**src/rtl/bmdma_pkg.sv**
```systemverilog
package bmdma_pkg;
    localparam int BUS_W      = 32;
    localparam int LANES      = BUS_W / 8;
    localparam int LANE_CMD   = 0;
    localparam int LANE_STAT  = 2;
    localparam int CMD_GO     = 0;
    localparam int CMD_DIR    = 3;
    localparam int ST_ACT     = 0;
    localparam int ST_ERR     = 1;
    localparam int ST_INT     = 2;
    localparam int ST_CAP0    = 5;
    localparam int NUM_DRIVES = 2;

    typedef enum logic [1:0] {
        ST_IDLE  = 2'd0,
        ST_ARMED = 2'd1,
        ST_RUN   = 2'd2,
        ST_DONE  = 2'd3
    } xfer_state_t;
endpackage

```
**src/rtl/bmdma_xfer_fsm.sv**
```systemverilog
module bmdma_xfer_fsm
    import bmdma_pkg::*;
(
    input  logic clk,
    input  logic rst_n,
    input  logic go,
    input  logic eng_active,
    output logic active
);
    xfer_state_t state_q, state_d;

    always_ff @(posedge clk or negedge rst_n) begin
        if (!rst_n) state_q <= ST_IDLE;
        else        state_q <= state_d;
    end

    always_comb begin
        state_d = state_q;
        unique case (state_q)
            ST_IDLE:  if (go) state_d = ST_ARMED;
            ST_ARMED: begin
                if (!go)             state_d = ST_IDLE;
                else if (eng_active) state_d = ST_RUN;
            end
            ST_RUN: begin
                if (!go)              state_d = ST_IDLE;
                else if (!eng_active) state_d = ST_DONE;
            end
            ST_DONE:  if (!go) state_d = ST_IDLE;
            default:  state_d = ST_IDLE;
        endcase
    end

    always_comb active = (state_q == ST_RUN);

    // clearing start ends the reported activity one cycle later
    assert_abort_R4: assert property (@(posedge clk) disable iff (!rst_n)
        (state_q == ST_RUN && !go) |=> !active);
    // no activity straight out of idle
    assert_idle_quiet_R4: assert property (@(posedge clk) disable iff (!rst_n)
        (state_q == ST_IDLE) |=> !active);
    // finished transfer stays finished while start is held
    assert_done_sticky_R11: assert property (@(posedge clk) disable iff (!rst_n)
        (state_q == ST_DONE && go) |=> (state_q == ST_DONE && !active));
endmodule

```
**src/rtl/bmdma_status_reg.sv**
```systemverilog
module bmdma_status_reg
    import bmdma_pkg::*;
(
    input  logic       clk,
    input  logic       rst_n,
    input  logic       wr,
    input  logic [7:0] wdata,
    input  logic       active,
    input  logic       err_evt,
    input  logic       irq_evt,
    output logic [7:0] stat
);
    logic                  err_q;
    logic                  int_q;
    logic [NUM_DRIVES-1:0] cap_q;
    logic                  unused_bits;

    assign unused_bits = ^{wdata[7], wdata[4:3], wdata[ST_ACT]};

    always_ff @(posedge clk or negedge rst_n) begin
        if (!rst_n) begin
            err_q <= 1'b0;
            int_q <= 1'b0;
        end else begin
            if (err_evt)                  err_q <= 1'b1;
            else if (wr && wdata[ST_ERR]) err_q <= 1'b0;
            if (irq_evt)                  int_q <= 1'b1;
            else if (wr && wdata[ST_INT]) int_q <= 1'b0;
        end
    end

    for (genvar d = 0; d < NUM_DRIVES; d++) begin : g_cap
        always_ff @(posedge clk or negedge rst_n) begin
            if (!rst_n)  cap_q[d] <= 1'b0;
            else if (wr) cap_q[d] <= wdata[ST_CAP0 + d];
        end
    end

    always_comb begin
        stat = 8'h00;
        stat[ST_ACT] = active;
        stat[ST_ERR] = err_q;
        stat[ST_INT] = int_q;
        stat[ST_CAP0 +: NUM_DRIVES] = cap_q;
    end

    // an error event is always captured
    assert_err_set_R5: assert property (@(posedge clk) disable iff (!rst_n)
        err_evt |=> err_q);
    // an interrupt event beats a simultaneous acknowledge
    assert_int_wins_R7: assert property (@(posedge clk) disable iff (!rst_n)
        (irq_evt && wr && wdata[ST_INT]) |=> int_q);
    // acknowledge without a new event clears the flag
    assert_w1c_int_R6: assert property (@(posedge clk) disable iff (!rst_n)
        (wr && wdata[ST_INT] && !irq_evt) |=> !int_q);
    // capability bits hold without a write
    assert_cap_hold_R8: assert property (@(posedge clk) disable iff (!rst_n)
        !wr |=> $stable(cap_q));
endmodule

```
**src/rtl/bmdma_ptr_reg.sv**
```systemverilog
module bmdma_ptr_reg
    import bmdma_pkg::*;
#(
    parameter int ALIGN_BITS = 2
) (
    input  logic             clk,
    input  logic             rst_n,
    input  logic [LANES-1:0] wr_strb,
    input  logic [BUS_W-1:0] wdata,
    output logic [BUS_W-1:0] ptr
);
    localparam logic [BUS_W-1:0] KEEP_MASK = {BUS_W{1'b1}} << ALIGN_BITS;

    logic [BUS_W-1:0] ptr_q;

    for (genvar l = 0; l < LANES; l++) begin : g_lane
        always_ff @(posedge clk or negedge rst_n) begin
            if (!rst_n)          ptr_q[8*l +: 8] <= 8'h00;
            else if (wr_strb[l]) ptr_q[8*l +: 8] <= wdata[8*l +: 8];
        end
    end

    assign ptr = ptr_q & KEEP_MASK;

    // pointer holds when no lane is written
    assert_ptr_hold_R3: assert property (@(posedge clk) disable iff (!rst_n)
        (wr_strb == '0) |=> $stable(ptr));
endmodule

```
**src/rtl/bmdma_regfile.sv**
```systemverilog
module bmdma_regfile
    import bmdma_pkg::*;
#(
    parameter int ALIGN_BITS = 2
) (
    input  logic        clk,
    input  logic        rst_n,
    input  logic        bus_addr_hi,
    input  logic        bus_wr,
    input  logic [3:0]  bus_strb,
    input  logic [31:0] bus_wdata,
    output logic [31:0] bus_rdata,
    output logic        eng_start,
    output logic        eng_to_mem,
    output logic [31:0] tbl_base,
    input  logic        eng_active,
    input  logic        eng_err,
    input  logic        drv_irq,
    output logic        irq
);
    logic       go_q, dir_q;
    logic       cmd_wr, stat_wr;
    logic [3:0] ptr_strb;
    logic       active;
    logic [7:0] stat;
    logic [7:0] cmd_byte;
    logic       unused_in;

    assign cmd_wr   = bus_wr && !bus_addr_hi && bus_strb[LANE_CMD];
    assign stat_wr  = bus_wr && !bus_addr_hi && bus_strb[LANE_STAT];
    assign ptr_strb = (bus_wr && bus_addr_hi) ? bus_strb : 4'b0000;
    assign unused_in = ^{bus_wdata[2:1], bus_wdata[7:4]};

    always_ff @(posedge clk or negedge rst_n) begin
        if (!rst_n) begin
            go_q  <= 1'b0;
            dir_q <= 1'b0;
        end else if (cmd_wr) begin
            go_q  <= bus_wdata[CMD_GO];
            dir_q <= bus_wdata[CMD_DIR];
        end
    end

    bmdma_xfer_fsm u_fsm (
        .clk        (clk),
        .rst_n      (rst_n),
        .go         (go_q),
        .eng_active (eng_active),
        .active     (active)
    );

    bmdma_status_reg u_stat (
        .clk     (clk),
        .rst_n   (rst_n),
        .wr      (stat_wr),
        .wdata   (bus_wdata[8*LANE_STAT +: 8]),
        .active  (active),
        .err_evt (eng_err),
        .irq_evt (drv_irq),
        .stat    (stat)
    );

    bmdma_ptr_reg #(.ALIGN_BITS(ALIGN_BITS)) u_ptr (
        .clk     (clk),
        .rst_n   (rst_n),
        .wr_strb (ptr_strb),
        .wdata   (bus_wdata),
        .ptr     (tbl_base)
    );

    always_comb begin
        cmd_byte = 8'h00;
        cmd_byte[CMD_GO]  = go_q;
        cmd_byte[CMD_DIR] = dir_q;
    end

    assign bus_rdata  = bus_addr_hi ? tbl_base : {8'h00, stat, 8'h00, cmd_byte};
    assign eng_start  = go_q;
    assign eng_to_mem = dir_q;
    assign irq        = stat[ST_INT];

    // command bits only change on a command-lane write
    assert_cmd_hold_R2: assert property (@(posedge clk) disable iff (!rst_n)
        !cmd_wr |=> $stable({eng_start, eng_to_mem}));
    // drive interrupt raises the line on the next cycle
    assert_irq_rise_R9: assert property (@(posedge clk) disable iff (!rst_n)
        drv_irq |=> irq);
endmodule

```
**config.mk**
```make
export PLATFORM = sky130hd
export DESIGN_NAME = bmdma_regfile
export DESIGN_NICKNAME = d
export VERILOG_FILES = /design/src/rtl/bmdma_pkg.sv /design/src/rtl/bmdma_xfer_fsm.sv /design/src/rtl/bmdma_status_reg.sv /design/src/rtl/bmdma_ptr_reg.sv /design/src/rtl/bmdma_regfile.sv
export SDC_FILE = /design/constraint.sdc
export NUM_CORES = 1
export LEC_CHECK = 0
export CAP_MARGIN = 20
export CORE_MARGIN = 5
export CORE_UTILIZATION = 35
export DETAILED_ROUTE_END_ITERATION = 12
export PLACE_DENSITY = 0.77
export SYNTH_ARGS = -nofsm -noshare
export SYNTH_HDL_FRONTEND = slang
export SYNTH_HIERARCHICAL = 1
export SYNTH_SLANG_ARGS = --single-unit
```
**constraint.sdc**
```tcl
create_clock -name clk -period 1 [get_ports clk]
set_clock_uncertainty 0.15 [all_clocks]
set_input_delay 0.15 -clock clk [delete_from_list [all_inputs] [get_ports clk]]
set_output_delay 0.15 -clock clk [all_outputs]
set_load 0.005 [all_outputs]
```
; Word-level counts from Yosys, hierarchy flattened
; Cells that the tools add are included.
[op_classes]
n_eq_ne = 7
muxes = 13
n_reduce_logical = 11
[ops]
columns = cell, n
row1 = 2-to-1 mux 32 bit, 1
row2 = 2-to-1 mux 2 bit, 6
row3 = case mux 2 bit (4 select lines), 1
row4 = logical AND 1 bit, 6
row5 = != test 3 bit (second input constant), 2
row6 = == test 2 bit (second input constant), 2
row7 = 2-to-1 mux 1 bit, 4
row8 = 2-to-1 mux 4 bit, 1
row9 = != test 2 bit (second input constant), 2
row10 = AND reduction 4 bit, 1
row11 = nonzero test 2 bit, 2
row12 = == test 2 x 1 -> 1 bit (second input constant), 1
row13 = zero test 2 bit, 1
row14 = zero test 1 bit, 1
[word_totals]
register_bits = 40
word_cells = 42
output_inout_bits = 67
inputBits = 43

; Logic depth before layout (Yosys ltp)
[depth]
ltp_word = 6
depth_mapped = 4
ltp_nobuf = 3

; Modules after synthesis
; The synthesis kept the hierarchy.
[modules_own_cells]
columns = mod, cells_each, seq_area_each_um2, instances, area_each_um2
row1 = bmdma_ptr_reg, 67, 750.7, 1, 1265.0
row2 = bmdma_regfile, 46, 50.0, 1, 410.4
row3 = bmdma_status_reg, 17, 100.1, 1, 193.9
row4 = bmdma_xfer_fsm, 7, 50.0, 1, 83.8

; Least setup slack after synthesis
; Ideal clock, no wire load.
[synth_timing]
kind = input port to flip-flop
start = in bus_addr_hi
end = reg u_ptr.ptr_q[10], in the netlist u_ptr/ptr[10]
path_buffers = 2
arrival_ns = 0.898
path_stages = 4
t_required_ns = 0.725
setup_time_ns = 0.125
path_slack_ns = -0.173
path_cell_list = buf_2 > and3_1 > buf_6 > mux2_4
[synth_via]
elab_chain_cells = 2
[synth_lines]
columns = item, line
row1 = from (decl), bmdma_regfile.sv:8  ; input logic bus_addr_hi,
row2 = logical AND 1 bit, bmdma_regfile.sv:31  ; assign ptr_strb = (bus_wr && bus_addr_hi) ? bus_strb : 4'b0000;
row3 = 2-to-1 mux 4 bit, bmdma_regfile.sv:31
row4 = via ptr_strb[1], bmdma_regfile.sv:23  ; logic [3:0] ptr_strb;
row5 = "to (signal, indexed assignment)", bmdma_ptr_reg.sv:19  ; else if (wr_strb[l]) ptr_q[8*l +: 8] <= wdata[8*l +: 8];
row6 = to (decl), bmdma_ptr_reg.sv:14  ; logic [BUS_W-1:0] ptr_q;
; The timed path passes the listed nets, and every way through them passes these cells.
; A chain may end at the register's enable or synchronous reset.

; Worst setup path after layout
[layout_timing]
start = reg u_fsm.state_q[1]
end = out bus_rdata[16]
[layout_via]
elab_chain_cells = 2
[layout_lines]
columns = item, line
row1 = from (decl), bmdma_xfer_fsm.sv:10  ; xfer_state_t state_q, state_d;
row2 = from (signal assigned), bmdma_xfer_fsm.sv:14  ; else state_q <= state_d;
row3 = == test 2 bit, bmdma_xfer_fsm.sv:34  ; always_comb active = (state_q == ST_RUN);
row4 = via active, bmdma_regfile.sv:24  ; logic active;
row5 = 2-to-1 mux 32 bit, bmdma_regfile.sv:77  ; assign bus_rdata = bus_addr_hi ? tbl_base : {8'h00, stat, 8'h00, cmd_byte};
row6 = to (decl), bmdma_regfile.sv:12  ; output logic [31:0] bus_rdata,
; The timed path passes the listed nets, and every way through them passes these cells.

==> impl_metrics.py <==
metrics = {
    "sta": {
        "rsz0062_at_grt": "true",
        "min_period_ps": 1462,
        "fin_crit_sh_pct": 146.2,
        "drv_slew": 0,
        "fin_ws_ps": -462.0,
        "hold_violations": 0,
        "fmax_ghz": 0.6840,
        "setup_viol": 102,
    },
    "synthesis": {
        "ys_top_cells_by_area": "dfrtp_1 (49%), mux2_4 (25%), and2_1 (7.0%)",
        "synth_cells": 137,
        "synth_compound_area_share_pct": 1.409,
        "syn_avg_cell_area_um2": 14.26,
        "netlist_area_um2": 1953,
        "synth_top_family_by_area": "multiplexers",
        "ys_types": 17,
        "synthXorXnorAreaFrac_pct": 0.4484,
        "yosys.area_share.simple_pct": 10.83,
        "synth_top_area_share_pct": 48.69,
        "synth-adder-area-share_pct": 0,
        "yosysWarningCount": 6,
        "ys_ff_latch": 38,
        "ys_seq_area_share_pct": 48.69,
        "yosys.area.top_type": "dfrtp_1",
        "synthMuxAreaShare_pct": 31.52,
    },
    "outcome": {
        "status": "complete, but fails checks",
        "violations": "setup timing",
    },
    "worst_setup_path": {
        "cp_num_buf_inv": 1,
        "crit_family": "flip-flops",
        "crit_path_max_incr_delay_ps": 380,
        "end_kind": "output pin",
        "worstSetupStartpointType": "flip-flop",
        "path_class": "reg2out",
        "cp_max_fo": 2,
        "arrival_ps": 1160,
        "worst-endpoint-required_ps": 700,
        "slowest_stage": "dfrtp_1",
        "path_cells": "nor2b_4 > mux2_2 > buf_6",
    },
    "placed_design": {
        "dp_cells": 336,
        "gp_congestion": 0.7154,
        "numPortBuffers": 105,
        "hpwlAfterDp_um": 3978,
    },
    "floorplan": {
        "die-area_um2": 7174,
        "num_io_pins": 110,
        "num_rows": 27,
        "core_area_um2": 5473,
        "die_w_um": 84.70,
        "initial_core_util_pct": 35.69,
        "die_h_um": 84.70,
    },
    "cts": {
        "cts_max_level": 2,
        "path_clk_slew_ps": 80,
        "clk_path_buf_depth": 2,
        "cts_tree": "built",
        "cts_made_buffers": 5,
        "clock-root-buffer": "clkbuf_8",
        "clkSinkCount": 38,
        "clock_latency_ps": 280,
    },
    "route": {
        "viasPerCell": 4.385,
        "wl_per_cell_um": 15.75,
        "drc": 0,
        "routed_wl_um": 6095,
        "postRouteAntennaNets": 0,
        "first_pass_iters": 4,
        "drt_iter0_drc": 38,
        "vias": 1697,
    },
    "power": {
        "peakVddDrop_v": 0.0009284,
        "leakagePower_nw": 1.955,
        "p_per_area_nw_per_um2": 1544,
    },
    "global_routing": {
        "grt_usage_pct": 16.17,
        "grt_max_degree": 21,
        "grt_pass1_vias": 1809,
        "grt-ovfl-total": 0,
        "grt_pass1_wl_um": 9280,
        "grt_antenna_before_repair": 0,
    },
    "cells_and_area": {
        "fill_cells": 379,
        "diodes": 0,
        "drive_gt1_share_pct": 69.52,
        "area_delta_synth_final_pct": 102.3,
        "num-nets-final": 357,
        "final_cell_count_no_fill": 387,
        "fin_util_pct": 72.20,
    },
    "flow_run": {
        "drv_cap": 0,
    },
    "min_path": {
        "hp-class": "in2async",
    },
}
-- worst register-to-register path, cell delays in order (launching register included) --
cell and delay [ps]:
dfrtp_1 390, buf_6 120, buf_6 100, buf_6 100, mux2_4 250
-- state kept, by name, indices dropped and copies added (netlist names) --
name           flops
eng_start          1
u_stat/stat        2
u_ptr/ptr         30
u_stat/int_q       1
u_stat/err_q       1
u_fsm/state_q      2
eng_to_mem         1
-- per-layer routing --
metal	part of all wire (%)	routed length, µm	GRT usage, %	vias to the layer above
li1	-	-	-	800
met3	7.8	478	6.673	10
met5	0	0	0	-
met2	51	3086	27.26	75
met1	40	2437	19.05	812
met4	1.5	93	4.173	0
-- cell usage after synthesis --
library cell,instances
dfrtp_1,38
buf_6,5
conb_1,2
and3b_1,1
mux2_4,32
a21boi_1,1
and2_1,22
nand2_1,2
mux2_2,12
nand3b_4,1
a21o_1,2
xor2_1,1
and3_1,4
a21oi_1,1
nor2b_1,2
buf_2,3
buf_4,8
-- path summary, 6_finish.rpt --
check / cells after the start / slack (ps) / endpoint / start
min in group clk: 2 / 280 / u_stat/int_q / drv_irq
worst max-delay path: 3 / -460 / bus_rdata[16] / u_fsm/state_q[1]
worst min register to register: 1 / 380 / u_stat/stat[6] / u_stat/stat[6]
worst min-delay path: 3 / 230 / u_ptr/ptr[25] / rst_n
max in group asynchronous: 3 / 240 / u_fsm/state_q[1] / rst_n
worst max register to register: 4 / -220 / u_ptr/ptr[12] / u_ptr/ptr[12]
-- through the flow --
step | hold WS (ps) | power, mW | TNS (ps) | setup slack, ps | area, µm²
finish | 228.8 | 6.100 | -19750 | -462.0 | 3951
global route | 257.8 | 6.435 | -23180 | -515.0 | 3951
CTS | 229.3 | 5.670 | -19730 | -480.6 | 3649
detailed placement | -18.49 | 4.139 | -62240 | -964.6 | 3279
global placement | -21.39 | 4.089 | -60640 | -949.7 | 3279
floorplan | -295.6 | 2.757 | -3525 | -169.3 | 2008
-- where the power goes --
part	leakage, nW	internal, mW	total, mW	switching, mW
Clock	0.0472	0.554	1.09	0.539
Sequential	0.446	1.82	2.04	0.222
Combinational	1.46	2.16	2.97	0.809
Total	1.95	4.53	6.10	1.57
-- logic make-up (layout without fill, tap and decap cells) --
kind of cell           count (synthesis)  count (layout)
AO/OA/AOI/OAI                          4               4
XOR/XNOR                               1               1
buffers and inverters                 16             191
flip-flops                            38              38
multiplexers                          44              44
other                                  2               5
AND/OR/NAND/NOR                       32              32
-- placed cells by master, fill, tap and decap left out, types with 2 or more instances in the layout --
master	instances
buf_4	17
buf_2	18
mux2_4	42
and2_1	8
a21o_1	2
and3_4	4
clkbuf_2	2
clkdlybuf4s50_1	34
dfrtp_1	38
mux2_2	2
clkbuf_8	6
buf_8	2
conb_1	5
and2_4	14
buf_6	104
dlygate4sd2_1	4
-- cell type report --
type                    count  area, µm²  share of cell area (%)
clock inverters             2      12.51                  0.3167
flip-flops and latches     38      950.9                   24.07
clock buffers               6      82.58                   2.090
well taps                  72      90.09                   2.280
multi-input cells          86      989.7                   25.05
repair buffers            183       1826                   46.20
-- timing repair --
action	CTS	global route
cloned	1	0
pin swaps	17	7
resized for setup	336	74
buffers inserted	40	24
endpoints found under the setup margin	101	102
hold endpoints to repair	38	0
hold buffers	1	0
No activity file was read; power rests on OpenSTA's default activity.
